$ cat config.mk
export PLATFORM = sky130hd
export DESIGN_NAME = vfetch_top
export DESIGN_NICKNAME = d
export VERILOG_FILES = /design/src/rtl/vfetch_pkg.sv /design/src/rtl/vf_timing.sv /design/src/rtl/vf_fetch.sv /design/src/rtl/vf_linebuf.sv /design/src/rtl/vfetch_top.sv
export SDC_FILE = /design/constraint.sdc
export NUM_CORES = 2
export LEC_CHECK = 0
export ABC_AREA = 0
export CORE_MARGIN = 5
export CORE_UTILIZATION = 63
export DETAILED_ROUTE_END_ITERATION = 10
export PLACE_DENSITY = 0.8
export SYNTH_ARGS = -nofsm -noshare
export SYNTH_HDL_FRONTEND = slang
export SYNTH_SLANG_ARGS = --single-unit
$ cat constraint.sdc
create_clock -name clk -period 3.8 [get_ports clk]
set_clock_uncertainty 0.1 [all_clocks]
set_input_delay 0.57 -clock clk [delete_from_list [all_inputs] [get_ports clk]]
set_output_delay 0.57 -clock clk [all_outputs]
set_load 0.05 [all_outputs]
$ cat src/rtl/vfetch_pkg.sv
`timescale 1ns/1ps
package vfetch_pkg;

  typedef enum logic [1:0] {
    F_IDLE = 2'd0,
    F_TBL  = 2'd1,
    F_PIX  = 2'd2
  } fetch_state_e;

  // Address of one byte of a line-table entry (hi=0: page, hi=1: offset)
  function automatic logic [15:0] entry_addr(input logic [15:0] base,
                                             input logic [15:0] row,
                                             input logic        hi);
    return base + {row[14:0], 1'b0} + {15'd0, hi};
  endfunction

  // Pixel byte address: page in the high byte, offset+index wrapping in the low byte
  function automatic logic [15:0] pixel_addr(input logic [7:0] page,
                                             input logic [7:0] xoff,
                                             input logic [7:0] idx);
    logic [7:0] lo;
    lo = xoff + idx;
    return {page, lo};
  endfunction

  // True when pos lies in [first, first+len)
  function automatic logic in_span(input int unsigned pos,
                                   input int unsigned first,
                                   input int unsigned len);
    return (pos >= first) && (pos < first + len);
  endfunction

endpackage

$ cat src/rtl/vf_timing.sv
`timescale 1ns/1ps
module vf_timing #(
  parameter int H_TOTAL = 224,
  parameter int V_TOTAL = 525,
  parameter int V_START = 480,
  parameter int HW      = 8,
  parameter int VW      = 10
) (
  input  logic          clk,
  input  logic          rst,
  output logic [HW-1:0] hcnt,
  output logic [VW-1:0] vcnt
);

  logic h_last;
  logic v_last;

  assign h_last = (hcnt == HW'(H_TOTAL - 1));
  assign v_last = (vcnt == VW'(V_TOTAL - 1));

  always_ff @(posedge clk) begin
    if (rst) begin
      hcnt <= '0;
      vcnt <= VW'(V_START);
    end else if (h_last) begin
      hcnt <= '0;
      vcnt <= v_last ? '0 : vcnt + 1'b1;
    end else begin
      hcnt <= hcnt + 1'b1;
    end
  end

endmodule

$ cat src/rtl/vf_fetch.sv
`timescale 1ns/1ps
module vf_fetch
  import vfetch_pkg::*;
#(
  parameter int PIX_W  = 160,
  parameter int BUF_AW = 8
) (
  input  logic              clk,
  input  logic              rst,
  input  logic              start,
  input  logic [15:0]       row,
  input  logic [15:0]       tbl_base,
  output logic              mem_req,
  output logic [15:0]       mem_addr,
  input  logic              mem_ack,
  input  logic              mem_rvalid,
  input  logic [7:0]        mem_rdata,
  output logic              wr_en,
  output logic              wr_bank,
  output logic [BUF_AW-1:0] wr_idx,
  output logic [7:0]        wr_data,
  output logic              busy,
  output logic              done
);

  localparam int CW = $clog2(PIX_W + 1);

  fetch_state_e   state;
  logic [CW-1:0]  issue_cnt;
  logic [CW-1:0]  recv_cnt;
  logic [15:0]    row_q;
  logic [15:0]    base_q;
  logic [7:0]     page_q;
  logic [7:0]     xoff_q;
  logic           bank_q;
  logic           accept;

  // request generation from registered state
  always_comb begin
    mem_req  = 1'b0;
    mem_addr = '0;
    case (state)
      F_TBL: begin
        mem_req  = (issue_cnt < CW'(2));
        mem_addr = entry_addr(base_q, row_q, issue_cnt[0]);
      end
      F_PIX: begin
        mem_req  = (issue_cnt < CW'(PIX_W));
        mem_addr = pixel_addr(page_q, xoff_q, 8'(issue_cnt));
      end
      default: ;
    endcase
  end

  assign accept  = mem_req && mem_ack;
  assign busy    = (state != F_IDLE);
  assign done    = (state == F_PIX) && mem_rvalid && (recv_cnt == CW'(PIX_W - 1));
  assign wr_en   = (state == F_PIX) && mem_rvalid;
  assign wr_bank = bank_q;
  assign wr_idx  = BUF_AW'(recv_cnt);
  assign wr_data = mem_rdata;

  always_ff @(posedge clk) begin
    if (rst) begin
      state     <= F_IDLE;
      issue_cnt <= '0;
      recv_cnt  <= '0;
      row_q     <= '0;
      base_q    <= '0;
      page_q    <= '0;
      xoff_q    <= '0;
      bank_q    <= 1'b0;
    end else begin
      case (state)
        F_IDLE: begin
          if (start) begin
            state     <= F_TBL;
            issue_cnt <= '0;
            recv_cnt  <= '0;
            row_q     <= row;
            base_q    <= tbl_base;
            bank_q    <= row[0];
          end
        end
        F_TBL: begin
          if (accept) issue_cnt <= issue_cnt + 1'b1;
          if (mem_rvalid) begin
            if (recv_cnt == '0) page_q <= mem_rdata;
            else                xoff_q <= mem_rdata;
            if (recv_cnt == CW'(1)) begin
              state     <= F_PIX;
              issue_cnt <= '0;
              recv_cnt  <= '0;
            end else begin
              recv_cnt <= recv_cnt + 1'b1;
            end
          end
        end
        F_PIX: begin
          if (accept) issue_cnt <= issue_cnt + 1'b1;
          if (mem_rvalid) begin
            recv_cnt <= recv_cnt + 1'b1;
            if (done) state <= F_IDLE;
          end
        end
        default: state <= F_IDLE;
      endcase
    end
  end

endmodule

$ cat src/rtl/vf_linebuf.sv
`timescale 1ns/1ps
module vf_linebuf #(
  parameter int DEPTH = 160,
  parameter int DW    = 6,
  parameter int AW    = 8,
  parameter int BANKS = 2
) (
  input  logic          clk,
  input  logic          wr_en,
  input  logic          wr_bank,
  input  logic [AW-1:0] wr_idx,
  input  logic [DW-1:0] wr_data,
  input  logic          rd_bank,
  input  logic [AW-1:0] rd_idx,
  output logic [DW-1:0] rd_data
);

  logic [DW-1:0] bank_q [BANKS];

  for (genvar g = 0; g < BANKS; g++) begin : g_bank
    logic [DW-1:0] cells [DEPTH];
    always_ff @(posedge clk) begin
      if (wr_en && (wr_bank == 1'(g))) cells[wr_idx] <= wr_data;
    end
    assign bank_q[g] = cells[rd_idx];
  end

  assign rd_data = bank_q[rd_bank];

endmodule

$ cat src/rtl/vfetch_top.sv
`timescale 1ns/1ps
module vfetch_top
  import vfetch_pkg::*;
#(
  parameter int PIX_W     = 160,
  parameter int LINES     = 120,
  parameter int QUAD_LOG2 = 2,
  parameter int H_FP      = 16,
  parameter int H_SYNC    = 24,
  parameter int H_BP      = 24,
  parameter int V_FP      = 10,
  parameter int V_SYNC    = 2,
  parameter int V_BP      = 33,
  parameter int COLOR_W   = 6,
  parameter int LINE_W    = 10
) (
  input  logic               clk,
  input  logic               rst,
  input  logic [15:0]        tbl_base_i,
  output logic               mem_req_o,
  output logic [15:0]        mem_addr_o,
  input  logic               mem_ack_i,
  input  logic               mem_rvalid_i,
  input  logic [7:0]         mem_rdata_i,
  output logic [COLOR_W-1:0] colour_o,
  output logic               de_o,
  output logic               hsync_o,
  output logic               vsync_o,
  output logic               hblank_o,
  output logic               vblank_o,
  output logic [LINE_W-1:0]  line_o
);

  localparam int V_ACT   = LINES << QUAD_LOG2;
  localparam int H_TOTAL = PIX_W + H_FP + H_SYNC + H_BP;
  localparam int V_TOTAL = V_ACT + V_FP + V_SYNC + V_BP;
  localparam int HW      = $clog2(H_TOTAL);
  localparam int BUF_AW  = $clog2(PIX_W);
  localparam logic [LINE_W-1:0] QMASK = LINE_W'((1 << QUAD_LOG2) - 1);

  logic [HW-1:0]     hcnt;
  logic [LINE_W-1:0] vcnt;
  logic [LINE_W-1:0] native_row;
  logic              act_h;
  logic              act_v;
  logic              act;
  logic              quad_head;

  // named internal events (observed by the bound checker)
  logic              disp_line_start;
  logic              fetch_start;
  logic [LINE_W-1:0] fetch_row;
  logic              fetch_busy;
  logic              fetch_done;

  logic              wr_en;
  logic              wr_bank;
  logic [BUF_AW-1:0] wr_idx;
  logic [7:0]        wr_byte;
  logic [BUF_AW-1:0] rd_idx;
  logic [COLOR_W-1:0] rd_colour;

  vf_timing #(
    .H_TOTAL(H_TOTAL), .V_TOTAL(V_TOTAL), .V_START(V_ACT),
    .HW(HW), .VW(LINE_W)
  ) u_timing (
    .clk(clk), .rst(rst), .hcnt(hcnt), .vcnt(vcnt)
  );

  assign native_row      = vcnt >> QUAD_LOG2;
  assign act_h           = (hcnt < HW'(PIX_W));
  assign act_v           = (vcnt < LINE_W'(V_ACT));
  assign act             = act_h && act_v;
  assign quad_head       = ((vcnt & QMASK) == '0);
  assign disp_line_start = (hcnt == '0) && act_v && quad_head;

  // fetch scheduling: line 0 at blanking start, line n+1 when line n begins
  always_comb begin
    fetch_start = 1'b0;
    fetch_row   = '0;
    if (hcnt == '0) begin
      if (vcnt == LINE_W'(V_ACT)) begin
        fetch_start = 1'b1;
      end else if (act_v && quad_head && (native_row < LINE_W'(LINES - 1))) begin
        fetch_start = 1'b1;
        fetch_row   = native_row + 1'b1;
      end
    end
  end

  vf_fetch #(.PIX_W(PIX_W), .BUF_AW(BUF_AW)) u_fetch (
    .clk(clk), .rst(rst),
    .start(fetch_start), .row(16'(fetch_row)), .tbl_base(tbl_base_i),
    .mem_req(mem_req_o), .mem_addr(mem_addr_o), .mem_ack(mem_ack_i),
    .mem_rvalid(mem_rvalid_i), .mem_rdata(mem_rdata_i),
    .wr_en(wr_en), .wr_bank(wr_bank), .wr_idx(wr_idx), .wr_data(wr_byte),
    .busy(fetch_busy), .done(fetch_done)
  );

  assign rd_idx = act_h ? BUF_AW'(hcnt) : '0;

  vf_linebuf #(.DEPTH(PIX_W), .DW(COLOR_W), .AW(BUF_AW), .BANKS(2)) u_buf (
    .clk(clk),
    .wr_en(wr_en), .wr_bank(wr_bank), .wr_idx(wr_idx),
    .wr_data(wr_byte[COLOR_W-1:0]),
    .rd_bank(native_row[0]), .rd_idx(rd_idx), .rd_data(rd_colour)
  );

  always_ff @(posedge clk) begin
    if (rst) begin
      colour_o <= '0;
      de_o     <= 1'b0;
      hsync_o  <= 1'b0;
      vsync_o  <= 1'b0;
      hblank_o <= 1'b0;
      vblank_o <= 1'b1;
      line_o   <= LINE_W'(V_ACT);
    end else begin
      colour_o <= act ? rd_colour : '0;
      de_o     <= act;
      hsync_o  <= in_span(32'(hcnt), PIX_W + H_FP, H_SYNC);
      vsync_o  <= in_span(32'(vcnt), V_ACT + V_FP, V_SYNC);
      hblank_o <= !act_h;
      vblank_o <= !act_v;
      line_o   <= vcnt;
    end
  end

endmodule

Word-level counts from Yosys, hierarchy flattened

Memories as Yosys holds them, arrays and structs flattened.
Cells that the tools add are included.
W data, S select, Z words.

Bits in registers: 100
Memory bits (writable): 1920
Bits of input ports: 28
Output and inout port bits: 38
Memories kept: 2

Memories:

| name                  | depth | width | rd ports | clocked after Yosys merged registers in | wr ports | line             | source |
|---|---|---|---|---|---|---|---|
| u_buf.g_bank[0].cells | 160   | 6     | 1        | 0                                       | 1        | vf_linebuf.sv:21 | `logic [DW-1:0] cells [DEPTH];` |
| u_buf.g_bank[1].cells | 160   | 6     | 1        | 0                                       | 1        | vf_linebuf.sv:21 |  |

Add/subtract/negate cells: 8
$lt $le $gt $ge: 10
Equality and inequality tests: 12
Multiplexer cells: 32
Bitwise logic cells: 4
Reduce and logical (&&, ||, !) cells: 25

Operator list:

| cell                    | count |
|---|---|
| $mux W8                 | 8 |
| $pmux W8 S3             | 2 |
| $pmux W16 S2            | 1 |
| $add A8 B1 Y8 const B   | 3 |
| $lt A8 B8 Y1 const B    | 3 |
| $lt A10 B9 Y1 const B   | 2 |
| $mux W10                | 2 |
| $mux W6                 | 3 |
| $mux W9                 | 2 |
| $add A16 B1 Y16         | 1 |
| $add A16 B11 Y16        | 1 |
| $eq A8 B8 Y1 const B    | 2 |
| $logic_not A8 Y1        | 2 |
| $add A10 B1 Y10 const B | 1 |
| $eq A10 B10 Y1 const B  | 1 |
| $eq A10 B9 Y1 const B   | 1 |
| $ge A10 B9 Y1 const B   | 1 |
| $logic_and A1 B1 Y1     | 10 |
| $logic_not A10 Y1       | 1 |
| $mux W2                 | 5 |
| $add A8 B1 Y9 const B   | 1 |
| $add A8 B8 Y8           | 1 |
| $eq A8 B1 Y1 const B    | 1 |
| $ge A8 B8 Y1 const B    | 1 |
| 20 further kinds        | 35 |

Logic depth before layout (Yosys ltp)

Depth in word-level cells: 8
Mapped depth: 13
Depth with buffers taken out: 10

Modules after synthesis

From an unflattened synthesis, not the netlist that was laid out.

Cell total of the unflattened synthesis: 4367
Area total of the unflattened synthesis: 81020.2 sq um

Modules (own cells, without submodules):

| module     | instances | cells each | area an instance (sq um) |
|---|---|---|---|
| vf_linebuf | 1         | 3695       | 75333.5 |
| vf_fetch   | 1         | 486        | 3873.7 |
| vfetch_top | 1         | 94         | 970.9 |
| vf_timing  | 1         | 92         | 842.1 |

Worst setup path after synthesis

OpenSTA, ideal clock, no wires.

Path kind: reg2out
From: register u_fetch.issue_cnt[0]
To: output port mem_addr_o[12]
Arrival time: 3452 ps
Slack: -322 ps
Cell stages (with the launch flop): 11
Buffers on the path: 0
Cell sequence: dfxtp_1 ha_1 fa_1 a21o_1 a21oi_1 o21bai_1 a2111oi_0 o311ai_0 nand3_1 xor2_1 o21ai_0

Cells in the longest elaborated chain, start to end: 2

Ends and longest elaborated chain:

| item                   | line             | source |
|---|---|---|
| from (decl)            | vf_fetch.sv:29   | `logic [CW-1:0] issue_cnt;` |
| from (signal assigned) | vf_fetch.sv:86   | `if (accept) issue_cnt <= issue_cnt + 1'b1;` |
| from (signal assigned) | vf_fetch.sv:100  | `if (accept) issue_cnt <= issue_cnt + 1'b1;` |
| $add A16 B1 Y16        | vfetch_pkg.sv:14 | `return base + {row[14:0], 1'b0} + {15'd0, hi};` |
| $pmux W16 S2           | vf_fetch.sv:42   | `case (state)` |
| to (decl)              | vfetch_top.sv:21 | `output logic [15:0] mem_addr_o,` |

Every way passes these cells.

Worst setup path in the final report

Same ends and word-level chain as after synthesis.

==> results_dict.tcl <==
set metrics [dict create \
    synth-xor-area-share 0.00547 \
    violations "negative setup slack" \
    outcome "finished, violations left" \
    ys_ff_latch 2018 \
    timing.hold.ws_ns 0.143 \
    layout-drive-gt1-share 0.117 \
    cpMaxStageDelayCell "a2111oi_4" \
    synth.most_common_cell "edfxtp_1" \
    rsz0062_at_grt "yes" \
    synthesis.nets 5818 \
    via_per_inst 6.76 \
    p_sw_frac 0.225 \
    cp_max_fo 3 \
    rrSetupSlack_ns 0.07 \
    cts.sinks 2018 \
    required_ns 3.13 \
    async_reset_ff_frac 0 \
    slowest_delay_ns 0.39 \
    power_switching_w 0.0105 \
    path_delay_family "compound AO/OA/AOI/OAI gates" \
    power_density_nw_per_um2 513 \
    port-buffer-count 65 \
    synth_area_leaders "edfxtp_1, mux2i_1, a21oi_1" \
    yosys.area.top_type "edfxtp_1" \
    antenna_found_initial 3 \
    netlist_area_sq_um 81700 \
    yosys-top-cells-count "edfxtp_1, nand2_1, nor2_1" \
    clk_path_buf_depth 3 \
    layout_setup_ws_ns -0.122 \
    dp_hpwl_um 133000 \
    instances_no_fill 7727 \
    placed_cells 7365 \
    worstSetupStartpointType "flop" \
    setup_viol 4 \
    drc 0 \
    hold_violations 0 \
    grt_max_degree 136 \
    min_path_type "input pin to flop" \
    grt-ovfl-total 0 \
    ys_warn_count 0 \
    core_sq_um 129000 \
    drv_slew 0 \
    path_class "flop to output port" \
    pwr-share-clk 0.407 \
    drtIter0Drc 7723 \
    tightest_slew_ns 1.29 \
    die_h_um 370 \
    synth_edf_count 1920 \
    relSlewSlack 0.134 \
    maxCapViolCount 0 \
    ant_nets 0 \
    finalWirelength_um 219000 \
    cts_buffers 190 \
    grt_pass1_vias 50200 \
    synth_top_area_frac 0.706 \
    min_period_ns 3.92 \
    gr-usage-all-layers 0.314 \
    synth-adder-area-share 0.00539 \
    pwr-share-seq 0.520 \
    vias 52200 \
    die_w_um 370 \
    synth-simple-area-share 0.0717 \
    synth_seq_area_share 0.730 \
    path_buf_inv 1 \
    htreeDepth 4 \
    io_pins 66 \
    fmax_ghz 0.255 \
    row_count 132 \
    end_kind "output port" \
    vdd_drop_max_v 0.000434 \
    dr.pass1.iters 8 \
    arrival_ns 3.25 \
    internal_power_w 0.0364 \
    synth_compound_area_frac 0.104 \
    synth_top_family_by_area "compound AO/OA/AOI/OAI gates" \
    power_frac_comb 0.072 \
    gp_congestion 0.919 \
    routedWlPerCell_um 28.4 \
    clk_pin_slew_ns 0.06 \
    finalCritPeriodShare 1.03 \
    cts_tree "built" \
    clockRootBuffer "clkbuf_16" \
    area_growth_syn_to_layout_pct 12.0 \
    path_cells "ha_4, fa_2, a21o_1, a21oi_2, o21bai_2, a2111oi_4, o311ai_4, nand3_1, xor2_1, o21ai_2, buf_12" \
    ys_types 80 \
    yosys-mux-area-fraction 0.0590 \
    synth_ff_type "edfxtp_1" \
    leakagePower_nw 29.4 \
    fin_nets 5884 \
    grt_pass1_wl_um 320000 \
    clk_latency_ns 0.83 \
    dieArea_sq_um 137000 \
    syn_inst 5756 \
    initial_core_util 0.633 \
    synth_area_per_cell_sq_um 14.2 \
]
## worst register-to-register path, stage by stage, from the launching register on
cell and delay, ns:
dfxtp_1 0.39, o21ai_4 0.31, buf_4 0.31, nand2_8 0.18, buf_12 0.24, nand2_1 0.12
a22oi_1 0.08, a2111oi_0 0.83, o22ai_1 0.21, a31oi_1 0.55, buf_4 0.23, nor4_1 0.05
## placed cells by master (no fill, tap or decap), drive strengths merged, types with 9 or more instances in the layout
cell type	Yosys	final
o21ai	205	205
nand2b	15	15
a21boi	20	20
nor2	534	534
or2	9	9
and2	12	12
o22ai	198	198
o31ai	12	12
bufinv	0	25
inv	39	44
nand3	54	54
nand2	548	549
a31oi	75	75
xnor2	23	23
clkinv	1	88
nor3	66	66
mux2	87	87
o221ai	58	58
nand4	23	23
nor2b	27	27
mux2i	368	368
ha	32	32
xor2	28	28
edfxtp	1920	1920
clkbuf	184	231
clkdlybuf4s50	0	41
a211o	21	21
nor4	32	32
dfxtp	98	98
a211oi	91	91
and3	39	39
o21a	24	24
a21oi	460	460
buf	224	234
a22oi	97	97
a221oi	19	19
o2111ai	11	11
## metrics by stage
step | utilization | area (sq um) | total power, W | setup slack, ns | TNS (ns)
2_1_floorplan | - | 81700 | 0.0267 | 0.0556 | 0
3_3_place_gp | 0.658 | 85000 | 0.0281 | -0.150 | -0.253
3_5_place_dp | 0.658 | 85000 | 0.0282 | -0.0126 | -0.0126
4_1_cts | 0.708 | 91400 | 0.0469 | -0.152 | -0.492
5_1_grt | 0.708 | 91500 | 0.0481 | -0.275 | -1.56
6_report | 0.709 | 91500 | 0.0470 | -0.122 | -0.291
## layer usage
| layer | GRT usage | wire, um | up-vias |
|---|---|---|---|
| li1 | - | - | 22200 |
| met1 | 0.426 | 78400 | 25600 |
| met2 | 0.488 | 102000 | 3773 |
| met3 | 0.0750 | 27500 | 644 |
| met4 | 0.148 | 11200 | 0 |
| met5 | 0 | 0 | - |
## cells by family (layout without fill, tap and decap cells)
| group | Yosys count | after routing |
|---|---|---|
| adder cells (fa/ha/maj) | 34 | 34 |
| AND/OR/NAND/NOR | 1379 | 1380 |
| AO/OA/AOI/OAI | 1364 | 1364 |
| buffers and inverters | 448 | 673 |
| other | 0 | 3 |
| flip-flops | 2018 | 2018 |
| multiplexers | 462 | 462 |
| XOR/XNOR | 51 | 51 |
## power by group through the flow
stage	clock [W]	sequential (W)	combinational, W
floorplan	0	0.0249	0.00182
global placement	0	0.0249	0.00321
detailed placement	0	0.0249	0.00327
CTS	0.0192	0.0244	0.00330
global route	0.0202	0.0244	0.00355
finish	0.0191	0.0244	0.00340
## what timing repair did
action                                 4_1_cts  5_1_grt
pin swaps                                   11        4
endpoints found under the hold margin        1        0
resized for setup                           40       18
hold buffers                                 1        0
cloned                                       0        1
setup endpoints to repair                   16       17
setup buffers                                4        1
## path summary, 6_finish.rpt
check | start | end | cells after the start
max | u_fetch.issue_cnt[0]$_SDFFE_PP0P_ | mem_addr_o[12] | 11
max reg2reg | u_timing.hcnt[5]$_SDFF_PP0_ | colour_o[0]$_SDFF_PP0_ | 11
min reg2reg | u_fetch.base_q[7]$_SDFFE_PP0P_ | u_fetch.base_q[7]$_SDFFE_PP0P_ | 2
min | mem_rdata_i[2] | u_buf.g_bank[0].cells[123][2]$_DFFE_PP_ | 1
## sequential cells by signal (all words and copies together) (netlist names)
signal and count:
u_buf.g_bank.cells 1920, u_fetch.base_q 16, line_o 10, u_timing.vcnt 10, u_fetch.row_q 9, u_fetch.issue_cnt 8, u_fetch.page_q 8, u_fetch.wr_idx 8
u_fetch.xoff_q 8, u_timing.hcnt 8, colour_o 6, u_fetch.state 2, de_o 1, hblank_o 1, hsync_o 1, vblank_o 1
vsync_o 1
## final cells by class
| class | instances | area (sq um) |
|---|---|---|
| Tap cell | 1742 | 2180 |
| Clock buffer | 230 | 5000 |
| Antenna cell | 3 | 7.51 |
| Timing Repair Buffer | 281 | 2890 |
| Inverter | 40 | 150 |
| Sequential cell | 2018 | 59600 |
| Multi-Input combinational cell | 3291 | 20400 |
| Clock inverter | 122 | 1260 |
| Fill cell | 8048 | 37600 |
Power figures use the tool's default switching activity.
